### config.mk
export PLATFORM = sky130hd
export DESIGN_NAME = mux_bus_if
export DESIGN_NICKNAME = d
export VERILOG_FILES = /design/src/rtl/mbus_pkg.sv /design/src/rtl/mbus_mode_latch.sv /design/src/rtl/mbus_port_regs.sv /design/src/rtl/mbus_ram.sv /design/src/rtl/mbus_seq.sv /design/src/rtl/mux_bus_if.sv
export SDC_FILE = /design/constraint.sdc
export NUM_CORES = 1
export LEC_CHECK = 0
export BUFFER_PORTS_ARGS = -buffer_cell sky130_fd_sc_hd__buf_2
export CAP_MARGIN = 20
export CORE_UTILIZATION = 52
export CTS_CLUSTER_SIZE = 28
export DETAILED_ROUTE_END_ITERATION = 8
export PLACE_DENSITY = 0.66
export SLEW_MARGIN = 10
export SYNTH_ARGS = -nofsm -noshare
export SYNTH_HDL_FRONTEND = slang
export SYNTH_SLANG_ARGS = --single-unit
export TNS_END_PERCENT = 1
### constraint.sdc
create_clock -name clk -period 3.5 [get_ports clk]
set_clock_uncertainty 0.05 [all_clocks]
set_input_delay 0.525 -clock clk [delete_from_list [all_inputs] [get_ports clk]]
set_output_delay 0.525 -clock clk [all_outputs]
set_load 0.02 [all_outputs]
### src/rtl/mbus_pkg.sv
package mbus_pkg;
  localparam int ADDR_W = 16;
  localparam int DATA_W = 8;

  typedef enum logic [1:0] {
    MODE_BOOT   = 2'b00,
    MODE_TEST   = 2'b01,
    MODE_SINGLE = 2'b10,
    MODE_EXP    = 2'b11
  } mode_e;

  typedef enum logic [1:0] {
    PH_IDLE = 2'd0,
    PH_ADDR = 2'd1,
    PH_DATA = 2'd2
  } phase_e;

  // Modes whose lower select bit is set use the pins as a bus.
  function automatic logic mode_is_bus(input mode_e m);
    return m[0];
  endfunction

  // Output bits come from the register, input bits from the pins.
  function automatic logic [DATA_W-1:0] port_view(input logic [DATA_W-1:0] dir,
                                                  input logic [DATA_W-1:0] data,
                                                  input logic [DATA_W-1:0] pin);
    return (dir & data) | (~dir & pin);
  endfunction

  function automatic logic in_window(input logic [ADDR_W-1:0] a,
                                     input logic [ADDR_W-1:0] base,
                                     input int unsigned        size);
    logic [ADDR_W:0] lo;
    logic [ADDR_W:0] hi;
    logic [ADDR_W:0] x;
    lo = {1'b0, base};
    hi = lo + (ADDR_W+1)'(size);
    x  = {1'b0, a};
    return (x >= lo) && (x < hi);
  endfunction
endpackage

### src/rtl/mbus_mode_latch.sv
module mbus_mode_latch
  import mbus_pkg::*;
(
  input  logic  clk,
  input  logic  rst_n,
  input  logic  mode_b,
  input  logic  mode_a,
  output mode_e mode_q
);
  // Keeps loading while reset is low; the last load before release is held.
  always_ff @(posedge clk) begin
    if (!rst_n) mode_q <= mode_e'({mode_b, mode_a});
  end
endmodule

### src/rtl/mbus_port_regs.sv
module mbus_port_regs
  import mbus_pkg::*;
#(
  parameter logic [ADDR_W-1:0] REG_BASE = 16'h1000
) (
  input  logic              clk,
  input  logic              rst_n,
  input  logic              wr_en,
  input  logic [ADDR_W-1:0] addr,
  input  logic [DATA_W-1:0] wdata,
  input  logic [DATA_W-1:0] hi_pin,
  input  logic [DATA_W-1:0] ad_pin,
  output logic              hit,
  output logic [DATA_W-1:0] rd_data,
  output logic [DATA_W-1:0] hi_data,
  output logic [DATA_W-1:0] hi_dir,
  output logic [DATA_W-1:0] ad_data,
  output logic [DATA_W-1:0] ad_dir
);
  localparam int NUM_REGS = 4;
  localparam logic [ADDR_W-1:0] A_HI_DATA = REG_BASE;
  localparam logic [ADDR_W-1:0] A_HI_DIR  = REG_BASE + ADDR_W'(1);
  localparam logic [ADDR_W-1:0] A_AD_DATA = REG_BASE + ADDR_W'(2);
  localparam logic [ADDR_W-1:0] A_AD_DIR  = REG_BASE + ADDR_W'(3);

  assign hit = in_window(addr, REG_BASE, NUM_REGS);

  always_ff @(posedge clk) begin
    if (!rst_n) begin
      hi_data <= '0;
      hi_dir  <= '0;
      ad_data <= '0;
      ad_dir  <= '0;
    end else if (wr_en) begin
      if (addr == A_HI_DATA) hi_data <= wdata;
      if (addr == A_HI_DIR)  hi_dir  <= wdata;
      if (addr == A_AD_DATA) ad_data <= wdata;
      if (addr == A_AD_DIR)  ad_dir  <= wdata;
    end
  end

  always_comb begin
    rd_data = '0;
    if (addr == A_HI_DATA) rd_data = port_view(hi_dir, hi_data, hi_pin);
    if (addr == A_HI_DIR)  rd_data = hi_dir;
    if (addr == A_AD_DATA) rd_data = port_view(ad_dir, ad_data, ad_pin);
    if (addr == A_AD_DIR)  rd_data = ad_dir;
  end
endmodule

### src/rtl/mbus_ram.sv
module mbus_ram
  import mbus_pkg::*;
#(
  parameter logic [ADDR_W-1:0] RAM_BASE  = 16'h0080,
  parameter int                RAM_DEPTH = 64
) (
  input  logic              clk,
  input  logic              rst_n,
  input  logic              wr_en,
  input  logic [ADDR_W-1:0] addr,
  input  logic [DATA_W-1:0] wdata,
  output logic              hit,
  output logic [DATA_W-1:0] rd_data
);
  localparam int IDX_W = (RAM_DEPTH > 1) ? $clog2(RAM_DEPTH) : 1;

  logic [DATA_W-1:0] mem [RAM_DEPTH];
  logic [IDX_W-1:0]  idx;

  assign hit     = in_window(addr, RAM_BASE, RAM_DEPTH);
  assign idx     = IDX_W'(addr - RAM_BASE);
  assign rd_data = hit ? mem[idx] : '0;

  always_ff @(posedge clk) begin
    if (!rst_n) begin
      for (int i = 0; i < RAM_DEPTH; i++) mem[i] <= '0;
    end else if (wr_en && hit) begin
      mem[idx] <= wdata;
    end
  end
endmodule

### src/rtl/mbus_seq.sv
module mbus_seq
  import mbus_pkg::*;
(
  input  logic              clk,
  input  logic              rst_n,
  input  logic              req_valid,
  input  logic              req_write,
  input  logic [ADDR_W-1:0] req_addr,
  input  logic [DATA_W-1:0] req_wdata,
  input  logic [DATA_W-1:0] rd_src,
  output logic              req_ready,
  output phase_e            phase,
  output logic [ADDR_W-1:0] cur_addr,
  output logic              cur_write,
  output logic [DATA_W-1:0] cur_wdata,
  output logic              rsp_valid,
  output logic [DATA_W-1:0] rsp_rdata
);
  assign req_ready = (phase == PH_IDLE);

  always_ff @(posedge clk) begin
    if (!rst_n) begin
      phase     <= PH_IDLE;
      cur_addr  <= '0;
      cur_write <= 1'b0;
      cur_wdata <= '0;
      rsp_valid <= 1'b0;
      rsp_rdata <= '0;
    end else begin
      rsp_valid <= 1'b0;
      unique case (phase)
        PH_IDLE: if (req_valid) begin
          cur_addr  <= req_addr;
          cur_write <= req_write;
          cur_wdata <= req_wdata;
          phase     <= PH_ADDR;
        end
        PH_ADDR: phase <= PH_DATA;
        PH_DATA: begin
          phase     <= PH_IDLE;
          rsp_valid <= 1'b1;
          rsp_rdata <= cur_write ? '0 : rd_src;
        end
        default: phase <= PH_IDLE;
      endcase
    end
  end
endmodule

### src/rtl/mux_bus_if.sv
module mux_bus_if
  import mbus_pkg::*;
#(
  parameter logic [15:0] REG_BASE  = 16'h1000,
  parameter logic [15:0] RAM_BASE  = 16'h0080,
  parameter int          RAM_DEPTH = 64
) (
  input  logic        clk,
  input  logic        rst_n,
  input  logic        mode_b,
  input  logic        mode_a,
  input  logic        req_valid,
  input  logic        req_write,
  input  logic [15:0] req_addr,
  input  logic [7:0]  req_wdata,
  output logic        req_ready,
  output logic        rsp_valid,
  output logic [7:0]  rsp_rdata,
  output logic [1:0]  mode_o,
  input  logic [7:0]  hi_in,
  output logic [7:0]  hi_out,
  output logic [7:0]  hi_oe,
  input  logic [7:0]  ad_in,
  output logic [7:0]  ad_out,
  output logic [7:0]  ad_oe,
  output logic        as_o,
  output logic        rw_o
);
  localparam logic [DATA_W-1:0] ALL_OUT = '1;
  localparam logic [DATA_W-1:0] NO_HIT  = '1;

  mode_e             mode_q;
  phase_e            phase;
  logic [ADDR_W-1:0] cur_addr;
  logic              cur_write;
  logic [DATA_W-1:0] cur_wdata;
  logic [DATA_W-1:0] rd_src;
  logic              reg_hit, ram_hit;
  logic [DATA_W-1:0] reg_rd, ram_rd;
  logic [DATA_W-1:0] hi_data, hi_dir, ad_data, ad_dir;

  // Named events for the checker.
  logic bus_mode, ph_addr, ph_data, commit_wr;
  assign bus_mode  = mode_is_bus(mode_q);
  assign ph_addr   = (phase == PH_ADDR);
  assign ph_data   = (phase == PH_DATA);
  assign commit_wr = ph_data && cur_write;

  mbus_mode_latch u_mode (
    .clk(clk), .rst_n(rst_n), .mode_b(mode_b), .mode_a(mode_a), .mode_q(mode_q)
  );

  mbus_seq u_seq (
    .clk(clk), .rst_n(rst_n),
    .req_valid(req_valid), .req_write(req_write), .req_addr(req_addr), .req_wdata(req_wdata),
    .rd_src(rd_src), .req_ready(req_ready), .phase(phase),
    .cur_addr(cur_addr), .cur_write(cur_write), .cur_wdata(cur_wdata),
    .rsp_valid(rsp_valid), .rsp_rdata(rsp_rdata)
  );

  mbus_port_regs #(.REG_BASE(REG_BASE)) u_regs (
    .clk(clk), .rst_n(rst_n), .wr_en(commit_wr), .addr(cur_addr), .wdata(cur_wdata),
    .hi_pin(hi_in), .ad_pin(ad_in), .hit(reg_hit), .rd_data(reg_rd),
    .hi_data(hi_data), .hi_dir(hi_dir), .ad_data(ad_data), .ad_dir(ad_dir)
  );

  mbus_ram #(.RAM_BASE(RAM_BASE), .RAM_DEPTH(RAM_DEPTH)) u_ram (
    .clk(clk), .rst_n(rst_n), .wr_en(commit_wr), .addr(cur_addr), .wdata(cur_wdata),
    .hit(ram_hit), .rd_data(ram_rd)
  );

  // On-chip sources win; the pins are sampled only for external reads.
  always_comb begin
    if (reg_hit)       rd_src = reg_rd;
    else if (ram_hit)  rd_src = ram_rd;
    else if (bus_mode) rd_src = ad_in;
    else               rd_src = NO_HIT;
  end

  assign mode_o = mode_q;

  always_comb begin
    if (bus_mode) begin
      hi_out = cur_addr[ADDR_W-1:DATA_W];
      hi_oe  = ALL_OUT;
      as_o   = ph_addr;
      rw_o   = (phase == PH_IDLE) ? 1'b1 : !cur_write;
      ad_out = ph_addr ? cur_addr[DATA_W-1:0] : cur_wdata;
      ad_oe  = (ph_addr || commit_wr) ? ALL_OUT : '0;
    end else begin
      hi_out = hi_data;
      hi_oe  = hi_dir;
      as_o   = 1'b0;
      rw_o   = 1'b1;
      ad_out = ad_data;
      ad_oe  = ad_dir;
    end
  end
endmodule

# After elaboration in Yosys (flattened, before gate mapping)
# Memories as Yosys holds them, arrays and structs flattened.
# Index checks and enable logic that the tools add are counted.
dict set report word_totals {
  mem_bits_rw 512
  elab_cells 72
  mem_count 1
  in_bits 46
  register_bits 70
}
# name depth word_bits rd rd_clocked_by_memory_dff write_ports line_no
set memory_table {}
lappend memory_table {u_ram.mem 64 8 1 0 64 mbus_ram.sv:17} ;# logic [DATA_W-1:0] mem [RAM_DEPTH];
dict set report op_classes {
  n_eq_ne 7
  n_reduce_logical 13
  n_lt_le_gt_ge 4
  muxes 27
  bitwise 8
  n_addsub 1
}
# cell n
set op_table {}
lappend op_table {{$mux W8} 15}
lappend op_table {{$eq A16 B13 Y1 const B} 4}
lappend op_table {{$and A8 B8 Y8} 4}
lappend op_table {{$ge A16 B13 Y1 const B} 1}
lappend op_table {{$ge A16 B8 Y1 const B} 1}
lappend op_table {{$lt A16 B13 Y1 const B} 1}
lappend op_table {{$lt A16 B8 Y1 const B} 1}
lappend op_table {{$not A8 Y8} 2}
lappend op_table {{$or A8 B8 Y8} 2}
lappend op_table {{$reduce_and A2 Y1} 5}
lappend op_table {{$mux W1} 9}
lappend op_table {{$reduce_or A8 Y1} 1}
lappend op_table {{$mux W6} 1}
lappend op_table {{$sub A6 B1 Y6 const B} 1}
lappend op_table {{$logic_and A1 B1 Y1} 4}
lappend op_table {{$pmux W2 S2} 1}
lappend op_table {{$eq A2 B1 Y1 const B} 1}
lappend op_table {{$eq A2 B2 Y1 const B} 1}
lappend op_table {{$logic_not A2 Y1} 1}
lappend op_table {{$mux W2} 1}
lappend op_table {{$ne A2 B2 Y1 const B} 1}
lappend op_table {{$logic_not A1 Y1} 1}
lappend op_table {{$logic_or A1 B1 Y1} 1}

# Depth between registers and ports, before layout
# Gate-level depths: netlist (run 1).
dict set report logic_depth {
  depth_word 9
  ltp_mapped 11
}

# By module
# Synthesis (run 1) repeated with hierarchy kept, for this count alone.
dict set report hier_totals {
  hier_cells 2210
  area_unflattened_um2 28059.4
}
# mod area_per_inst_um2 cells_per_inst instances
set modules_own_cells {}
lappend modules_own_cells {mbus_ram 24249.5 1742 1}
lappend modules_own_cells {mbus_port_regs 1591.5 192 1}
lappend modules_own_cells {mbus_seq 1356.3 157 1}
lappend modules_own_cells {mux_bus_if 798.3 116 1}
lappend modules_own_cells {mbus_mode_latch 63.8 3 1}

# Worst setup path before layout (run 1)
# No wires, ideal clock.
dict set report synth_timing {
  path_type {register to register}
  from {register u_seq.cur_addr[10]}
  to {memory u_ram.mem[19][0], enable pin}
  arrival_time_ns 2.118
  slack_ns 0.948
  t_required_ns 3.066
  stages_incl_launch_ff 7
  setup_ns 0.384
  cell_sequence {dfxtp_1 nor4_4 and4_1 nor3b_4 nand2_1 buf_2 o21ai_0}
}
# item line_no
set synth_rtl {}
lappend synth_rtl {{start: declaration} mbus_seq.sv:13} ;# output logic [ADDR_W-1:0] cur_addr,
lappend synth_rtl {{start signal: assignment} mbus_seq.sv:33} ;# cur_addr <= req_addr;
lappend synth_rtl {{end: declaration} mbus_ram.sv:17}

# Worst setup path after layout (run 1)
dict set report layout_timing {
  from {register u_seq.phase[0]}
  to {output ad_oe[7]}
}
dict set report layout_via {
  elab_chain_cells 5
}
# item line_no
set layout_rtl {}
lappend layout_rtl {{start: declaration} mbus_seq.sv:12} ;# output phase_e phase,
lappend layout_rtl {{start signal: assignment} mbus_seq.sv:23} ;# phase <= PH_IDLE;
lappend layout_rtl {{start signal: assignment} mbus_seq.sv:36} ;# phase <= PH_ADDR;
lappend layout_rtl {{start signal: assignment} mbus_seq.sv:38} ;# PH_ADDR: phase <= PH_DATA;
lappend layout_rtl {{$eq A2 B2 Y1} mux_bus_if.sv:46} ;# assign ph_data = (phase == PH_DATA);
lappend layout_rtl {{$logic_and A1 B1 Y1} mux_bus_if.sv:47} ;# assign commit_wr = ph_data && cur_write;
lappend layout_rtl {{$logic_or A1 B1 Y1 (*)} mux_bus_if.sv:89} ;# ad_oe = (ph_addr || commit_wr) ? ALL_OUT : '0;
lappend layout_rtl {{$mux W8 (*)} mux_bus_if.sv:89}
lappend layout_rtl {{$mux W8 (*)} mux_bus_if.sv:83} ;# if (bus_mode) begin
lappend layout_rtl {{end: declaration} mux_bus_if.sv:25} ;# output logic [7:0] ad_oe,
# Mark *: on every way between the ends. The rest lies on a longest branch, timed or not.

==> flow_metrics.env, run 1 <==
export IMPL_holdPathEnd="u_mode.mode_q[0]$_DFFE_PN_"
export IMPL_grt_use_total_pct=26.9
export IMPL_maxCapViolCount=0
export IMPL_reg2reg_depth=5
export IMPL_synth_top_cell_by_area="edfxtp_1"
export IMPL_hold_path_class="in2reg"
export IMPL_drtIter0Drc=1907
export IMPL_hold_violations=0
export IMPL_critPathMaxStageDelay_ns=0.66
export IMPL_seq_area_um2=16900
export IMPL_drive_gt1_share_pct=17.9
export IMPL_cp_max_fo=9
export IMPL_peakVddDrop_mv=0.551
export IMPL_synth_area_top_cells="edfxtp_1 (56%), and2_1 (12%), mux4_2 (6.5%), dfxtp_1 (5.4%), mux2i_1 (4.6%)"
export IMPL_cts_root_buf="clkbuf_16"
export IMPL_synth_seq_area_share_pct=61.3
export IMPL_cts_tree="done"
export IMPL_start_util_pct=52.5
export IMPL_slew_headroom_pct=31.6
export IMPL_ys_top_cells_by_count="and2_1 (521), edfxtp_1 (514), nand2_1 (149), mux2i_1 (128), clkbuf_1 (115)"
export IMPL_synth_area_per_cell_um2=12.8
export IMPL_grt_busiest_layer="met2"
export IMPL_min_path_cells=1
export IMPL_route_detailed_drc=0
export IMPL_use_met1_pct=37.2
export IMPL_grt_overflow=0
export IMPL_sw_frac_of_total_pct=23.5
export IMPL_grt_pass1_wl_mm=107
export IMPL_required_ns=2.92
export IMPL_core_area_um2=52600
export IMPL_place_gp_congestion=0.907
export IMPL_nets=2302
export IMPL_cp_slowest_cell="o21ai_0"
export IMPL_grt_pass1_vias=17216
export IMPL_ys_ff_latch=588
export IMPL_combPwrFrac_pct=8.2
export IMPL_max_freq_mhz=339
export IMPL_clock_path_buffers=3
export IMPL_cts_num_sinks=588
export IMPL_yosysUniqueCellTypes=43
export IMPL_ff2ff_setup_slack_ns=0.58
export IMPL_min_from="mode_a"
export IMPL_postRouteAntennaNets=0
export IMPL_drt_total_wl_mm=71.6
export IMPL_postSynth_asyncResetShare_pct=0
export IMPL_num_rows=84
export IMPL_grt_use_met2_pct=43.6
export IMPL_timing_final_crit_period_ns=2.95
export IMPL_maxSlewViolCount=0
export IMPL_die_y_um=232
export IMPL_synth_most_common_cell="and2_1"
export IMPL_htreeDepth=2
export IMPL_synth_area_um2=27600
export IMPL_path_cells="and3b_1, o21ai_0, o21ai_0, buf_2"
export IMPL_synth_edff_count=514
export IMPL_rsz0062_at_grt="false"
export IMPL_status="finished, final reports clean"
export IMPL_yosysTopAreaCellShare_pct=55.9
export IMPL_yosys_most_used_dff="edfxtp_1"
export IMPL_cp_end_kind="output port"
export IMPL_area_growth_pct=12.3
export IMPL_fp_dieArea_um2=54000
export IMPL_cts_buffers=61
export IMPL_p_int_mw=12.0
export IMPL_post_route_period_util_pct=84.4
export IMPL_fin_util_pct=59.0
export IMPL_crit_top_cell="o21ai_0"
export IMPL_p_sw_mw=3.68
export IMPL_hpwl_mm=46.2
export IMPL_grt_max_degree=70
export IMPL_fin_setup_tns_ns=0
export IMPL_cellLeakagePower_nw=11.2
export IMPL_vias=17640
export IMPL_die_x_um=232
export IMPL_crit_type="reg2out"
export IMPL_antenna_found_initial=0
export IMPL_synthesis_nets=2209
export IMPL_wl_per_cell_um=23.9
export IMPL_grt_use_met3_pct=4.03
export IMPL_pwr_share_clk_pct=41.0
export IMPL_multi_input_area_um2=9860
export IMPL_syn_inst=2163
export IMPL_setup_violations=0
export IMPL_r2r_start="u_seq.cur_addr[10]$_SDFFE_PN0P_"
export IMPL_critPathLaunchType="flip-flop"
export IMPL_via_per_inst=5.88
export IMPL_ios=92
export IMPL_num_fill_cells=4126
export IMPL_clk_pin_slew_worst_paths_ns=0.06
export IMPL_cts_resized=0
export IMPL_yosys_warnings=0
export IMPL_clock_latency_ns=0.64
export IMPL_arrival_ns=2.38
export IMPL_p_seq_share_pct=50.8
export IMPL_path_buf_inv=1
export IMPL_portBuffers=91
export IMPL_tightest_slew_ns=1.02
export IMPL_dr_pass1_iters=6
export IMPL_powerDensity_nw_per_um2=506
export IMPL_crit_family="compound AO/OA/AOI/OAI gates"
export IMPL_r2r_end="u_ram.mem[56][2]$_SDFFCE_PN0P_"
export IMPL_power_mw=15.7
## routing by layer
layer | vias up | wire [µm]
li1 | 7993 | -
met1 | 8831 | 29900
met2 | 694 | 34700
met3 | 122 | 5130
met4 | 0 | 1890
met5 | - | 0
## metrics by stage
step,hold WS (ns),cell area [µm²],setup WS (ns),instances
6_report,0.0256,31000,0.548,2998
5_1_grt,0.0317,31000,0.418,2996
4_1_cts,0.0141,31000,0.549,2993
3_5_place_dp,0.411,29000,0.543,2877
3_3_place_gp,0.408,29000,0.638,2877
2_1_floorplan,0.389,27600,0.948,2163
## power groups by stage
stage	combinational, mW	clock (mW)	sequential [mW]
2_1_floorplan	0.802	0	8.03
3_3_place_gp	1.24	0	8.10
3_5_place_dp	1.26	0	8.11
4_1_cts	1.27	6.50	7.96
5_1_grt	1.35	6.78	7.98
6_report	1.28	6.43	7.96
## area by class of cell
cell class,instances,share of cell area [%]
antenna,2,0.0161
tap,688,2.78
timing repair buffer,201,4.28
inverter,9,0.109
clock inverter,36,0.981
sequential,588,54.6
clock buffer,79,5.41
multi-input combinational,1395,31.8
## cell usage in the layout, fill, tap and decap left out, types with 5 or more instances in the layout
| master | count |
|---|---|
| clkinv_2 | 13 |
| buf_2 | 94 |
| edfxtp_1 | 514 |
| inv_1 | 8 |
| nor2_2 | 9 |
| a21oi_1 | 91 |
| a221oi_1 | 7 |
| mux4_2 | 80 |
| a21boi_0 | 8 |
| nor2b_1 | 11 |
| nand2b_1 | 12 |
| buf_4 | 102 |
| nor2_1 | 96 |
| o31ai_1 | 8 |
| dfxtp_2 | 9 |
| clkinv_1 | 14 |
| o21ai_0 | 89 |
| a22oi_1 | 48 |
| nand3_1 | 37 |
| nand2_1 | 149 |
| bufinv_16 | 5 |
| nand4_1 | 25 |
| a21boi_1 | 7 |
| or2_2 | 10 |
| a22o_1 | 16 |
| clkbuf_1 | 12 |
| and3_1 | 14 |
| and2_1 | 521 |
| mux2_2 | 8 |
| dfxtp_1 | 63 |
| clkbuf_16 | 63 |
| mux2i_1 | 128 |
## sequential cells by signal, summed over array words and instances (netlist names), named ones only
| register | flops |
|---|---|
| u_mode.mode_q | 2 |
| u_regs.hi_data | 8 |
| u_regs.hi_dir | 8 |
| u_ram.mem | 512 |
| u_seq.cur_addr | 16 |
| u_seq.rsp_valid | 1 |
| u_regs.ad_dir | 8 |
| u_seq.rsp_rdata | 8 |
| u_seq.cur_write | 1 |
| u_regs.ad_data | 8 |
| u_seq.cur_wdata | 8 |
| u_seq.phase | 2 |
## worst reg2reg max path, stage by stage (launching register included)
cell and delay, ns:
dfxtp_1 0.35, nor4_4 0.42, and4_1 0.33, and3_1 0.25
nand3_1 0.27, o21ai_0 0.87
## worst max path at each step
stage,from,end,slack (ns),cells past startpoint
finish,u_seq.phase[0]$_SDFFE_PN0P_,ad_oe[7],0.55,4
global route,u_seq.phase[0]$_SDFFE_PN0P_,ad_oe[0],0.42,4
CTS,u_seq.cur_addr[10]$_SDFFE_PN0P_,u_ram.mem[36][3]$_SDFFCE_PN0P_,0.55,5
detailed placement,u_seq.cur_addr[10]$_SDFFE_PN0P_,u_ram.mem[32][5]$_SDFFCE_PN0P_,0.54,5
global placement,u_seq.cur_addr[10]$_SDFFE_PN0P_,u_ram.mem[36][6]$_SDFFCE_PN0P_,0.64,5
floorplan,u_seq.cur_addr[10]$_SDFFE_PN0P_,u_ram.mem[19][0]$_SDFFCE_PN0P_,0.95,6
## what timing repair did
action	CTS	global route
hold buffers	1	0
buffers inserted	0	0
endpoints found under the hold margin	1	0
## logic make-up after synthesis
family          synth area share [%]
simple gates                    18.2
flops                           61.3
compound gates                  6.01
mux                             11.5
buf+inv                         3.00
Note: power is estimated with default switching activity, not from simulation.
==> run 2: changes to the inputs <==
==> constraint.sdc (replaced) <==
create_clock -name clk -period 3.1 [get_ports clk]
set_clock_uncertainty 0.05 [all_clocks]
set_input_delay 0.465 -clock clk [delete_from_list [all_inputs] [get_ports clk]]
set_output_delay 0.465 -clock clk [all_outputs]
set_load 0.02 [all_outputs]
==> flow_metrics.env, run 2 (same netlist as run 1, synthesis figures left out) <==
export IMPL_rsz0062_at_grt="false"
export IMPL_layout_common_cells="and2_1 (521), edfxtp_1 (514), nand2_1 (149)"
export IMPL_peakVddDrop_mv=0.430
export IMPL_seq_area_um2=16900
export IMPL_via_per_inst=5.85
export IMPL_post_cts_buffers=0
export IMPL_fin_area_um2=31100
export IMPL_powerDensity_nw_per_um2=571
export IMPL_cts_num_sinks=588
export IMPL_crit_type="reg2out"
export IMPL_post_dp_cell_area_um2=29100
export IMPL_tightest_slew_ns=1.00
export IMPL_slew_headroom_pct=32.9
export IMPL_ios=92
export IMPL_required_ns=2.58
export IMPL_cts_resized=0
export IMPL_clock_latency_ns=0.62
export IMPL_largestRegisters="u_ram.mem x512, u_seq.cur_addr x16"
export IMPL_hpwl_mm=45.7
export IMPL_multi_input_area_um2=9860
export IMPL_fp_dieArea_um2=54000
export IMPL_arrival_ns=2.35
export IMPL_place_gp_congestion=0.914
export IMPL_clk_pin_slew_worst_paths_ns=0.06
export IMPL_cts_buffers=59
export IMPL_clock_path_buffers=3
export IMPL_grt_max_degree=70
export IMPL_area_growth_pct=12.6
export IMPL_core_area_um2=52600
export IMPL_wl_per_cell_um=23.5
export IMPL_drt_total_wl_mm=70.4
export IMPL_die_y_um=232
export IMPL_timing_final_crit_period_ns=2.86
export IMPL_nets=2309
export IMPL_die_x_um=232
export IMPL_final_common_cell="and2_1"
export IMPL_setup_violations=0
export IMPL_start_util_pct=52.5
export IMPL_grt_busiest_layer="met2"
export IMPL_postRouteAntennaNets=0
export IMPL_fin_setup_tns_ns=0
export IMPL_cellLeakagePower_nw=11.2
export IMPL_post_route_period_util_pct=92.4
export IMPL_grt_pass1_vias=17268
export IMPL_grt_use_total_pct=26.4
export IMPL_grt_pass1_wl_mm=105
export IMPL_vias=17540
export IMPL_largest_register_ffs=512
export IMPL_htreeDepth=2
export IMPL_maxCapViolCount=0
export IMPL_dr_pass1_iters=6
export IMPL_grt_overflow=0
export IMPL_grt_use_met2_pct=42.7
export IMPL_cp_max_fo=8
export IMPL_num_fill_cells=4169
export IMPL_cts_tree="done"
export IMPL_route_detailed_drc=0
export IMPL_drtIter0Drc=1730
export IMPL_grt_use_met3_pct=5.49
export IMPL_drive_gt1_share_pct=17.9
export IMPL_cp_end_kind="output port"
export IMPL_antenna_found_initial=2
export IMPL_cts_root_buf="clkbuf_16"
export IMPL_max_freq_mhz=349
export IMPL_hold_violations=0
export IMPL_num_rows=84
export IMPL_critPathLaunchType="flip-flop"
export IMPL_status="finished, final reports clean"
export IMPL_maxSlewViolCount=0
export IMPL_use_met1_pct=35.7
export IMPL_portBuffers=91
export IMPL_hold_path_class="in2reg"
export IMPL_largest_register="u_ram.mem"
-- run 2: cell count changes in the layout (fill, tap and decap cells not counted), moves of 2 or more --
| cell | before | now |
|---|---|---|
| clkbuf_8 | 4 | 0 |
| buf_2 | 94 | 92 |
| clkinv_2 | 13 | 7 |
| clkinv_1 | 14 | 16 |
| buf_4 | 102 | 111 |
| bufinv_16 | 5 | 9 |
| clkbuf_16 | 63 | 61 |
| clkinvlp_4 | 1 | 4 |
-- run 2: report_power, final --
part	switching (mW)	internal, mW
clock	3.01	4.32
sequential	0.140	8.83
combinational	0.944	0.510
total	4.09	13.7
-- run 2: what timing repair did --
| action | in CTS | in global routing |
|---|---|---|
| hold endpoints to repair | 2 | 0 |
| endpoints found under the setup margin | 0 | 0 |
| hold buffers | 2 | 0 |
-- run 2: worst paths after layout --
kind | slack [ns] | cells after the start | startpoint | end
setup / recovery | 0.24 | 5 | u_seq.phase[0]$_SDFFE_PN0P_ | ad_oe[3]
hold / removal | 0.03 | 3 | req_addr[10] | u_seq.cur_addr[10]$_SDFFE_PN0P_
setup reg to reg | 0.25 | 6 | u_seq.cur_addr[10]$_SDFFE_PN0P_ | u_ram.mem[41][7]$_SDFFCE_PN0P_
hold reg to reg | 0.41 | 2 | u_regs.hi_data[2]$_SDFFE_PN0P_ | u_regs.hi_data[2]$_SDFFE_PN0P_
-- run 2: stage by stage --
step	setup slack, ns	std cells	power (mW)	hold WS [ns]	utilization (%)
after detailed placement	0.251	2887	10.6	0.413	55.3
after global placement	0.310	2887	10.6	0.408	55.3
after floorplan	0.548	2163	9.98	0.389	-
after CTS	0.238	2998	17.8	0.0144	59.1
after global routing	0.0989	2999	18.2	0.0293	59.1
final	0.236	3000	17.8	0.0340	59.1
-- run 2: routing by layer --
layer / wire [µm] / part of all wire [%]
met1: 29200 / 41
met3: 5220 / 7.4
met4: 2180 / 3.1
met2: 33800 / 48
met5: 0 / 0
-- run 2: final cells by class --
type | count | area share, %
multi-input cells | 1395 | 31.7
clock inverters | 37 | 1.30
diodes | 1 | 0.00805
flip-flops and latches | 588 | 54.5
well taps | 688 | 2.77
inverters | 9 | 0.109
repair buffers | 210 | 4.55
clock buffers | 72 | 5.04
-- run 2: critical path: stages (launching register included) --
cell	delay [ns]
dfxtp_1	0.37
and3b_1	0.20
buf_4	0.16
o21ai_0	0.60
o21ai_0	0.19
buf_2	0.21
